### src/rtl/fpx_pkg.sv
package fpx_pkg;
   localparam int N_EXC     = 6;
   localparam int DEF_W     = 16;
   localparam int FLAG_LSB  = 0;
   localparam int DZ_BIT    = 6;
   localparam int MASK_LSB  = 7;
   localparam int RND_LSB   = 13;
   localparam int FLUSH_BIT = 15;
   localparam int MODE_W    = DEF_W - DZ_BIT;

   typedef enum logic [1:0] {
      RND_NEAR  = 2'b00,
      RND_DOWN  = 2'b01,
      RND_UP    = 2'b10,
      RND_TRUNC = 2'b11
   } rnd_e;

   typedef struct packed {
      logic       flush;
      rnd_e       rnd;
      logic [N_EXC-1:0] mask;
      logic       dz;
   } mode_t;
endpackage

### src/rtl/fpx_flag_bank.sv
module fpx_flag_bank #(
   parameter int N = 6
) (
   input  logic         clk,
   input  logic         rst_n,
   input  logic         wr_i,
   input  logic [N-1:0] wdata_i,
   input  logic [N-1:0] evt_i,
   output logic [N-1:0] flags_o
);
   for (genvar i = 0; i < N; i++) begin : g_flag
      always_ff @(posedge clk or negedge rst_n) begin
         if (!rst_n)
            flags_o[i] <= 1'b0;
         else if (wr_i)
            flags_o[i] <= wdata_i[i] | evt_i[i];
         else if (evt_i[i])
            flags_o[i] <= 1'b1;
      end
   end

   p_sticky_r7: assert property (@(posedge clk) disable iff (!rst_n)
      (!wr_i && evt_i == '0) |=> flags_o == $past(flags_o));

   p_evt_sets_r5: assert property (@(posedge clk) disable iff (!rst_n)
      (evt_i != '0) |=> (flags_o & $past(evt_i)) == $past(evt_i));

   p_collide_r8: assert property (@(posedge clk) disable iff (!rst_n)
      wr_i |=> flags_o == ($past(wdata_i) | $past(evt_i)));
endmodule

### src/rtl/fpx_ctrl_fields.sv
module fpx_ctrl_fields
   import fpx_pkg::*;
#(
   parameter int N = 6
) (
   input  logic              clk,
   input  logic              rst_n,
   input  logic              wr_i,
   input  logic [MODE_W-1:0] wdata_i,
   output logic [N-1:0]      mask_o,
   output logic              dz_o,
   output rnd_e              rnd_o,
   output logic              flush_o
);
   localparam int M_LO = MASK_LSB - DZ_BIT;
   localparam int R_LO = RND_LSB - DZ_BIT;
   localparam int F_LO = FLUSH_BIT - DZ_BIT;

   mode_t mode_q;

   always_ff @(posedge clk or negedge rst_n) begin
      if (!rst_n) begin
         mode_q.flush <= 1'b0;
         mode_q.rnd   <= RND_NEAR;
         mode_q.mask  <= '1;
         mode_q.dz    <= 1'b0;
      end else if (wr_i) begin
         mode_q.flush <= wdata_i[F_LO];
         mode_q.rnd   <= rnd_e'(wdata_i[R_LO+1:R_LO]);
         mode_q.mask  <= wdata_i[M_LO+N-1:M_LO];
         mode_q.dz    <= wdata_i[0];
      end
   end

   assign mask_o  = mode_q.mask;
   assign dz_o    = mode_q.dz;
   assign rnd_o   = mode_q.rnd;
   assign flush_o = mode_q.flush;

   p_round_load_r9: assert property (@(posedge clk) disable iff (!rst_n)
      wr_i |=> rnd_o == $past(wdata_i[R_LO+1:R_LO]));

   p_mode_hold_r10: assert property (@(posedge clk) disable iff (!rst_n)
      !wr_i |=> $stable(flush_o) && $stable(dz_o) && $stable(mask_o));
endmodule

### src/rtl/fpx_trap_gen.sv
module fpx_trap_gen #(
   parameter int N = 6
) (
   input  logic         clk,
   input  logic         rst_n,
   input  logic [N-1:0] evt_i,
   input  logic [N-1:0] mask_i,
   output logic         trap_req_o,
   output logic [N-1:0] trap_vec_o
);
   logic [N-1:0] open_evt;
   assign open_evt = evt_i & ~mask_i;

   always_ff @(posedge clk or negedge rst_n) begin
      if (!rst_n) begin
         trap_req_o <= 1'b0;
         trap_vec_o <= '0;
      end else begin
         trap_req_o <= |open_evt;
         trap_vec_o <= open_evt;
      end
   end

   p_masked_quiet_r5: assert property (@(posedge clk) disable iff (!rst_n)
      ((evt_i & ~mask_i) == '0) |=> !trap_req_o);

   p_trap_has_cause_r6: assert property (@(posedge clk) disable iff (!rst_n)
      trap_req_o |-> trap_vec_o != '0);
endmodule

### src/rtl/fpx_csr.sv
module fpx_csr
   import fpx_pkg::*;
#(
   parameter int NUM_EXC     = 6,
   parameter int REG_W       = 32,
   parameter bit FLAG_RSV_WR = 1'b1
) (
   input  logic               clk,
   input  logic               rst_n,
   input  logic               wr_en_i,
   input  logic [REG_W-1:0]   wr_data_i,
   output logic [REG_W-1:0]   rd_data_o,
   input  logic [NUM_EXC-1:0] evt_i,
   output logic               trap_req_o,
   output logic [NUM_EXC-1:0] trap_vec_o,
   output logic [1:0]         round_mode_o,
   output logic               flush_res_o,
   output logic               zero_denorm_in_o,
   output logic               rsv_err_o
);
   localparam int RSV_W = REG_W - DEF_W;

   if (NUM_EXC != N_EXC) begin : g_bad_exc
      $error("fpx_csr: NUM_EXC must equal the defined flag count");
   end
   if (REG_W <= DEF_W) begin : g_bad_w
      $error("fpx_csr: REG_W must exceed the defined field width");
   end

   logic [NUM_EXC-1:0] flags;
   logic [NUM_EXC-1:0] mask;
   logic               dz;
   rnd_e               rnd;
   logic               flush;

   fpx_flag_bank #(.N(NUM_EXC)) u_flags (
      .clk     (clk),
      .rst_n   (rst_n),
      .wr_i    (wr_en_i),
      .wdata_i (wr_data_i[FLAG_LSB+NUM_EXC-1:FLAG_LSB]),
      .evt_i   (evt_i),
      .flags_o (flags)
   );

   fpx_ctrl_fields #(.N(NUM_EXC)) u_ctrl (
      .clk     (clk),
      .rst_n   (rst_n),
      .wr_i    (wr_en_i),
      .wdata_i (wr_data_i[DEF_W-1:DZ_BIT]),
      .mask_o  (mask),
      .dz_o    (dz),
      .rnd_o   (rnd),
      .flush_o (flush)
   );

   fpx_trap_gen #(.N(NUM_EXC)) u_trap (
      .clk        (clk),
      .rst_n      (rst_n),
      .evt_i      (evt_i),
      .mask_i     (mask),
      .trap_req_o (trap_req_o),
      .trap_vec_o (trap_vec_o)
   );

   if (FLAG_RSV_WR) begin : g_rsv_flag
      logic rsv_q;
      always_ff @(posedge clk or negedge rst_n) begin
         if (!rst_n) rsv_q <= 1'b0;
         else        rsv_q <= wr_en_i && (wr_data_i[REG_W-1:DEF_W] != '0);
      end
      assign rsv_err_o = rsv_q;

      p_rsv_err_r3: assert property (@(posedge clk) disable iff (!rst_n)
         (wr_en_i && wr_data_i[REG_W-1:DEF_W] != '0) |=> rsv_err_o);
   end else begin : g_rsv_drop
      assign rsv_err_o = 1'b0;
   end

   assign rd_data_o = {{RSV_W{1'b0}}, flush, rnd, mask, dz, flags};

   assign round_mode_o     = rnd;
   assign flush_res_o      = flush;
   assign zero_denorm_in_o = dz;

   p_trap_sets_flag_r6: assert property (@(posedge clk) disable iff (!rst_n)
      trap_req_o |-> (flags & trap_vec_o) == trap_vec_o);

   p_rsv_pulse_r3: assert property (@(posedge clk) disable iff (!rst_n)
      rsv_err_o |=> !rsv_err_o || $past(wr_en_i));
endmodule

### config.mk
export PLATFORM = sky130hd
export DESIGN_NAME = fpx_csr
export DESIGN_NICKNAME = d
export VERILOG_FILES = /design/src/rtl/fpx_pkg.sv /design/src/rtl/fpx_flag_bank.sv /design/src/rtl/fpx_ctrl_fields.sv /design/src/rtl/fpx_trap_gen.sv /design/src/rtl/fpx_csr.sv
export SDC_FILE = /design/constraint.sdc
export NUM_CORES = 1
export LEC_CHECK = 0
export BUFFER_PORTS_ARGS = -buffer_cell sky130_fd_sc_hd__buf_2
export CELL_PAD_IN_SITES_DETAIL_PLACEMENT = 0
export CELL_PAD_IN_SITES_GLOBAL_PLACEMENT = 2
export CORE_MARGIN = 3
export CORE_UTILIZATION = 21
export CTS_CLUSTER_DIAMETER = 150
export DETAILED_ROUTE_END_ITERATION = 8
export PLACE_DENSITY = 0.77
export SLEW_MARGIN = 30
export SYNTH_ARGS = -nofsm -noshare
export SYNTH_HDL_FRONTEND = slang
export SYNTH_SLANG_ARGS = --single-unit
### constraint.sdc
create_clock -name clk -period 1.1 [get_ports clk]
set_input_delay 0.165 -clock clk [delete_from_list [all_inputs] [get_ports clk]]
set_output_delay 0.165 -clock clk [all_outputs]
set_load 0.03 [all_outputs]
==> results of run 1 <==
-- flip-flops by register name, indices dropped and copies added, names as in the netlist --
| name | count |
|---|---|
| u_ctrl.rnd_o | 2 |
| u_flags.flags_o | 6 |
| u_ctrl.flush_o | 1 |
| rsv_err_o | 1 |
| u_trap.trap_vec_o | 6 |
| u_trap.trap_req_o | 1 |
| u_ctrl.mask_o | 6 |
| u_ctrl.dz_o | 1 |
-- final cells by class --
cell class	instances	area, µm²
Clock buffer	3	41.3
Clock inverter	1	30.0
Fill cell	529	3300
Inverter	1	3.75
Multi-Input combinational cell	52	355
Sequential cell	24	608
Tap cell	67	83.8
Timing Repair Buffer	70	395
-- cells in the mapped netlist (all sizes together) --
cell type | n | share of area, %
a211o | 6 | 4.9
a41oi | 1 | 0.82
and2 | 6 | 4.2
buf | 21 | 15
conb | 1 | 0.35
dfrtp | 18 | 42
dfstp | 6 | 15
inv | 1 | 0.35
mux2 | 10 | 11
nand2 | 1 | 0.35
nor2 | 1 | 0.35
nor2b | 6 | 3.5
nor4 | 5 | 2.9
-- kinds of logic (layout without fill, tap and decap cells) --
kind of cell / after synthesis / after routing / share of synthesized area [%]
flip-flops: 24 / 24 / 56.7
buffers and inverters: 22 / 75 / 15.4
AND/OR/NAND/NOR: 19 / 19 / 11.3
multiplexers: 10 / 10 / 10.5
AO/OA/AOI/OAI: 7 / 7 / 5.72
other: 1 / 16 / 0.350
-- routing by layer --
layer	vias up	wire length (µm)	global-route usage, %
li1	385	-	-
met1	396	998	9.68
met2	55	1350	15.4
met3	2	294	2.78
met4	0	4	2.67
met5	-	0	0
-- worst max path at each step --
stage,depth (start not counted),end,slack (ns),startpoint
6_report,1,rd_data_o[9],-0.03,u_ctrl.mask_o[2]
5_1_grt,1,rd_data_o[8],-0.07,u_ctrl.mask_o[1]
4_1_cts,1,rd_data_o[9],-0.04,u_ctrl.mask_o[2]
3_5_place_dp,3,u_flags.flags_o[5],0.02,wr_en_i
3_3_place_gp,3,u_flags.flags_o[5],0.04,wr_en_i
2_1_floorplan,3,u_trap.trap_req_o,-0.03,u_ctrl.mask_o[4]
-- timing repair --
| action | in CTS | in global routing |
|---|---|---|
| hold buffers | 1 | 0 |
| buffers inserted | 1 | 0 |
| endpoints found under the hold margin | 18 | 0 |
| setup endpoints to repair | 6 | 7 |
| gates resized for setup | 12 | 0 |
| pin swaps | 0 | 1 |
-- worst reg2reg max path, stage by stage (launching register included) --
cell	delay (ns)
dfstp_2	0.56
nor2b_1	0.06
nor4_1	0.26
nand2_1	0.08
-- report_power, final --
part	total (mW)	switching [mW]	internal (mW)
clock	0.763	0.277	0.486
combinational	0.587	0.381	0.206
sequential	1.02	0.0427	0.973
total	2.37	0.700	1.67
-- stage by stage --
stage,area [µm²],setup TNS (ns)
after detailed placement,1390,0
after global placement,1390,0
final,1520,-0.105
after CTS,1520,-0.177
after global routing,1520,-0.365
after floorplan,1130,-0.0262
==> run_results.csv, run 1 <==
group,metric,value,unit
clock_tree,clk_latency,0.26,ns
sta,setup_viol,6,
place,hpwlAfterDp,2240,µm
finish,insertedDiodeCount,0,
min_path,hold_depth,2,
critical_path,crit_chain,"buf_6",
flow_run,maxCapViolations,0,
logic_synthesis,syn_avg_cell_area,12.9,µm²
sta,grt_setup_unrepaired,"true",
logic_synthesis,synth_seq_cells,24,
critical_path,path_buf_inv,1,
critical_path,cp.required,0.94,ns
floorplanning,die-area,6000,µm²
pwr,power_density,1560,nW/µm²
sta,drv_slew,0,
finish,drive_above_1_share,63.6,%
place,pre_cts_ws,0.0214,ns
sta,tightest_slew,0.541,ns
critical_path,path_max_fanout,3,
grt,gr-total-overflow,0,
pwr,peakVddDrop,0.452,mV
grt,grt_max_degree,25,
place,gp_congestion,0.752,
logic_synthesis,syn-cell-area,1070,µm²
detailed_routing,dr.pass1.iters,2,
min_path,hold_end,"u_flags.flags_o[4]",
pwr,finalPower,2.37,mW
clock_tree,clk_path_buf_depth,2,
detailed_routing,post_drt_via_cell_ratio,3.84,
critical_path,path_delay_family,"flip-flops",
place,port_buffers,68,
run_status,status,"complete, but fails checks",
pwr,p_leak,0.753,nW
grt,first_global_vias,889,
critical_path,crit_path_end_kind,"output pin",
min_path,worstHoldStart,"evt_i[4]",
grt,antenna_found_initial,0,
detailed_routing,drt_iter0_markers,31,
critical_path,r2r_slack,0.01,ns
finish,area_growth,41.5,%
logic_synthesis,synthDistinctLibCells,14,
run_status,violations,"negative setup slack",
clock_tree,cts_sinks,24,
floorplanning,core,4820,µm²
logic_synthesis,ys_seq_area_share,56.7,%
critical_path,reg2regPathDepth,3,
sta,fin_crit_sh,103,%
critical_path,slowest_delay,0.56,ns
finish,final_util,31.5,%
clock_tree,clk_pin_slew,0.09,ns
finish,layout_common_cells,"buf_2, dfrtp_1, conb_1",
sta,fin_worst_skew,0.00857,ns
floorplanning,die_y,77.5,µm
sta,slew_headroom,63.9,%
clock_tree,tritoncts,"yes",
detailed_routing,vias,838,
sta,period_minus_slack,1.13,ns
critical_path,worstPathArrival,0.96,ns
finish,final_nets,193,
place,dp.cells,212,
floorplanning,rows,25,
detailed_routing,routed_wirelength,2640,µm
sta,setup_ws,-0.0289,ns
logic_synthesis,syn_inst,83,
clock_tree,numCtsBuffers,3,
detailed_routing,antenna_left,0,
grt,grt_pass1_wl,4190,µm
critical_path,reg2reg_to,"u_trap.trap_req_o",
floorplanning,start_util,22.3,%
critical_path,crit_type,"reg2out",
sta,whs,0.106,ns
sta,fmax,886,MHz
floorplanning,num_io_pins,85,
finish,final_common_cell,"buf_2",
critical_path,r2r-start,"u_ctrl.mask_o[2]",
floorplanning,die_w,77.5,µm
critical_path,worstSetupStartpointType,"flip-flop",
grt,track_usage,8.61,%
clock_tree,cts_root_buffer,"clkbuf_8",
detailed_routing,wire_per_inst,12.1,µm
detailed_routing,drcViolationCount,0,
min_path,hold_path_class,"in2reg",
logic_synthesis,ys.warnings.count,0,
critical_path,cp_slowest_cell,"dfstp_2",
clock_tree,htreeDepth,1,
sta,hold_viol,0,
finish,fin_cells,218,
(Power assumes the default switching activity.)
==> inputs of run 2 (changes only) <==
--- a/config.mk
+++ b/config.mk
@@ -5,14 +5,14 @@
 export SDC_FILE = /design/constraint.sdc
 export NUM_CORES = 1
 export LEC_CHECK = 0
-export BUFFER_PORTS_ARGS = -buffer_cell sky130_fd_sc_hd__buf_2
 export CELL_PAD_IN_SITES_DETAIL_PLACEMENT = 0
 export CELL_PAD_IN_SITES_GLOBAL_PLACEMENT = 2
 export CORE_MARGIN = 3
-export CORE_UTILIZATION = 21
+export CORE_UTILIZATION = 33
 export CTS_CLUSTER_DIAMETER = 150
 export DETAILED_ROUTE_END_ITERATION = 8
-export PLACE_DENSITY = 0.77
+export DONT_BUFFER_PORTS = 1
+export PLACE_DENSITY = 0.74
 export SLEW_MARGIN = 30
 export SYNTH_ARGS = -nofsm -noshare
 export SYNTH_HDL_FRONTEND = slang
==> constraint.sdc (replaced) <==
create_clock -name clk -period 1.1 [get_ports clk]
set_input_delay 0.165 -clock clk [delete_from_list [all_inputs] [get_ports clk]]
set_output_delay 0.165 -clock clk [all_outputs]
set_load 0.01 [all_outputs]
==> run 2 against run 1 <==
Net effect: the flow still finishes with violations (negative setup slack); critical path depth stayed put; count of clock-buffer cells in the layout unchanged; setup slack got worse by 0.012 ns; die area is 34% lower; fmax is 1.1% lower; cell count shrank 32%; largest power group unchanged.
==> run_results.csv, run 2 (synthesis gave the netlist of run 1 again) <==
group,metric,value,unit
run_status,status,"complete, but fails checks",
run_status,violations,"negative setup slack",
detailed_routing,post_drt_via_cell_ratio,4.44,
sta,period_minus_slack,1.14,ns
floorplanning,die_w,63,µm
sta,hold_viol,0,
clock_tree,cts_root_buffer,"clkbuf_4",
pwr,internal_power,1.48,mW
critical_path,worstPathArrival,0.98,ns
critical_path,worstSetupStartpointType,"flip-flop",
sta,fin_crit_sh,104,%
detailed_routing,drcViolationCount,0,
critical_path,cp.required,0.94,ns
detailed_routing,drt_iter0_markers,10,
place,gp_congestion,0.675,
floorplanning,core,3080,µm²
pwr,power_density,1470,nW/µm²
floorplanning,die_y,63,µm
critical_path,crit_path_end_kind,"output pin",
clock_tree,post_cts_buffers,0,
critical_path,path_max_fanout,2,
sta,grt_setup_unrepaired,"true",
finish,final_nets,147,
min_path,hold_path_class,"in2reg",
sta,setup_viol,4,
grt,antenna_found_initial,0,
pwr,pwr-share-seq,55.0,%
sta,slew_headroom,66.1,%
detailed_routing,antenna_left,0,
critical_path,crit_type,"reg2out",
critical_path,crit_end,"rd_data_o[8]",
critical_path,slowest_delay,0.56,ns
grt,first_global_vias,686,
pwr,swShare,23.2,%
floorplanning,num_io_pins,85,
floorplanning,die-area,3970,µm²
pwr,switching_power,448,µW
sta,whs,0.000204,ns
critical_path,r2r-start,"u_ctrl.mask_o[1]",
pwr,p_leak,0.565,nW
critical_path,reg2reg_to,"u_trap.trap_req_o",
sta,tightest_slew,0.508,ns
critical_path,critPathLaunch,"u_ctrl.mask_o[1]",
sta,fin_worst_skew,0.00746,ns
sta,drv_slew,0,
clock_tree,clk_latency,0.31,ns
critical_path,r2r_slack,0.04,ns
critical_path,cp_slowest_cell,"dfstp_2",
clock_tree,cts_sinks,24,
sta,setup_tns,-0.160,ns
detailed_routing,routed_wirelength,2260,µm
finish,insertedDiodeCount,0,
critical_path,reg2regPathDepth,3,
grt,gr-total-overflow,0,
grt,grt_max_degree,25,
grt,track_usage,11.2,%
sta,setup_ws,-0.0411,ns
place,hpwlAfterDp,1680,µm
detailed_routing,dr.pass1.iters,3,
detailed_routing,wire_per_inst,15.2,µm
clock_tree,numCtsBuffers,3,
critical_path,crit_chain,"buf_6",
sta,fmax,876,MHz
floorplanning,rows,20,
clock_tree,clk_path_buf_depth,2,
clock_tree,htreeDepth,1,
grt,grt_pass1_wl,3390,µm
pwr,peakVddDrop,0.454,mV
pwr,power_frac_clock,32.4,%
critical_path,path_delay_family,"flip-flops",
flow_run,maxCapViolations,0,
pwr,p_comb_share,12.6,%
place,port_buffers,0,
finish,drive_above_1_share,31.4,%
finish,area_growth,22.4,%
floorplanning,start_util,34.8,%
clock_tree,clk_pin_slew,0.13,ns
critical_path,path_buf_inv,1,
finish,layout_common_cells,"dlygate4sd3_1, dfrtp_1, conb_1",
detailed_routing,vias,662,
critical_path,cp_num_cells,1,
clock_tree,tritoncts,"yes",
## run 2: changes by cell type in the layout (fill, tap and decap cells not counted)
cell	change
dlygate4sd3_1	+17
buf_6	-2
buf_2	-61
clkbuf_4	+3
clkbuf_8	-3
## run 2: layout make-up
cell class	count	area [µm²]
well taps	44	55.1
clock buffers	3	22.5
inverters	1	3.75
flip-flops and latches	24	608
fillers	302	1770
clock inverters	1	30.0
repair buffers	24	238
multi-input cells	52	355
## run 2: power by group through the flow
stage | clock network [mW] | logic [mW] | registers (mW)
6_report | 0.625 | 0.243 | 1.06
3_5_place_dp | 0 | 0.164 | 1.08
2_1_floorplan | 0 | 0.190 | 1.07
5_1_grt | 0.700 | 0.266 | 1.07
3_3_place_gp | 0 | 0.159 | 1.07
4_1_cts | 0.644 | 0.241 | 1.06
## run 2: worst min path at each step
stage / start / slack (ns) / end / depth (start not counted)
6_report: wr_en_i / 0.0002 / u_ctrl.mask_o[4] / 1
2_1_floorplan: rst_n / -0.13 / rsv_err_o / 0
3_3_place_gp: rst_n / -0.13 / u_trap.trap_vec_o[3] / 0
4_1_cts: wr_en_i / -0.01 / u_ctrl.mask_o[4] / 1
3_5_place_dp: rst_n / -0.13 / u_trap.trap_vec_o[2] / 0
5_1_grt: wr_en_i / -0.03 / u_ctrl.rnd_o[0] / 1
## run 2: per-layer routing
metal	track usage (%)	wire length, µm	vias up
met3	2.52	180	4
li1	-	-	290
met1	12.9	854	319
met4	6.06	39	0
met2	19.2	1190	49
met5	0	0	-
## run 2: what timing repair did
item | CTS | global route
endpoints found under the hold margin | 44 | 29
gates resized for setup | 4 | 0
pin swaps | 0 | 0
hold buffers | 17 | 2
endpoints found under the setup margin | 4 | 7
## run 2: per-stage QoR
step | power, mW | worst slack (ns) | std cells | area (µm²) | util, %
final | 1.93 | -0.0411 | 149 | 1310 | 42.6
after global routing | 2.04 | -0.104 | 149 | 1310 | 42.6
after CTS | 1.95 | -0.0539 | 147 | 1300 | 42.2
after detailed placement | 1.24 | 0.0597 | 126 | 1060 | 34.4
after global placement | 1.23 | 0.0736 | 126 | 1060 | 34.4
after floorplan | 1.26 | 0.0631 | 98 | 1130 | -
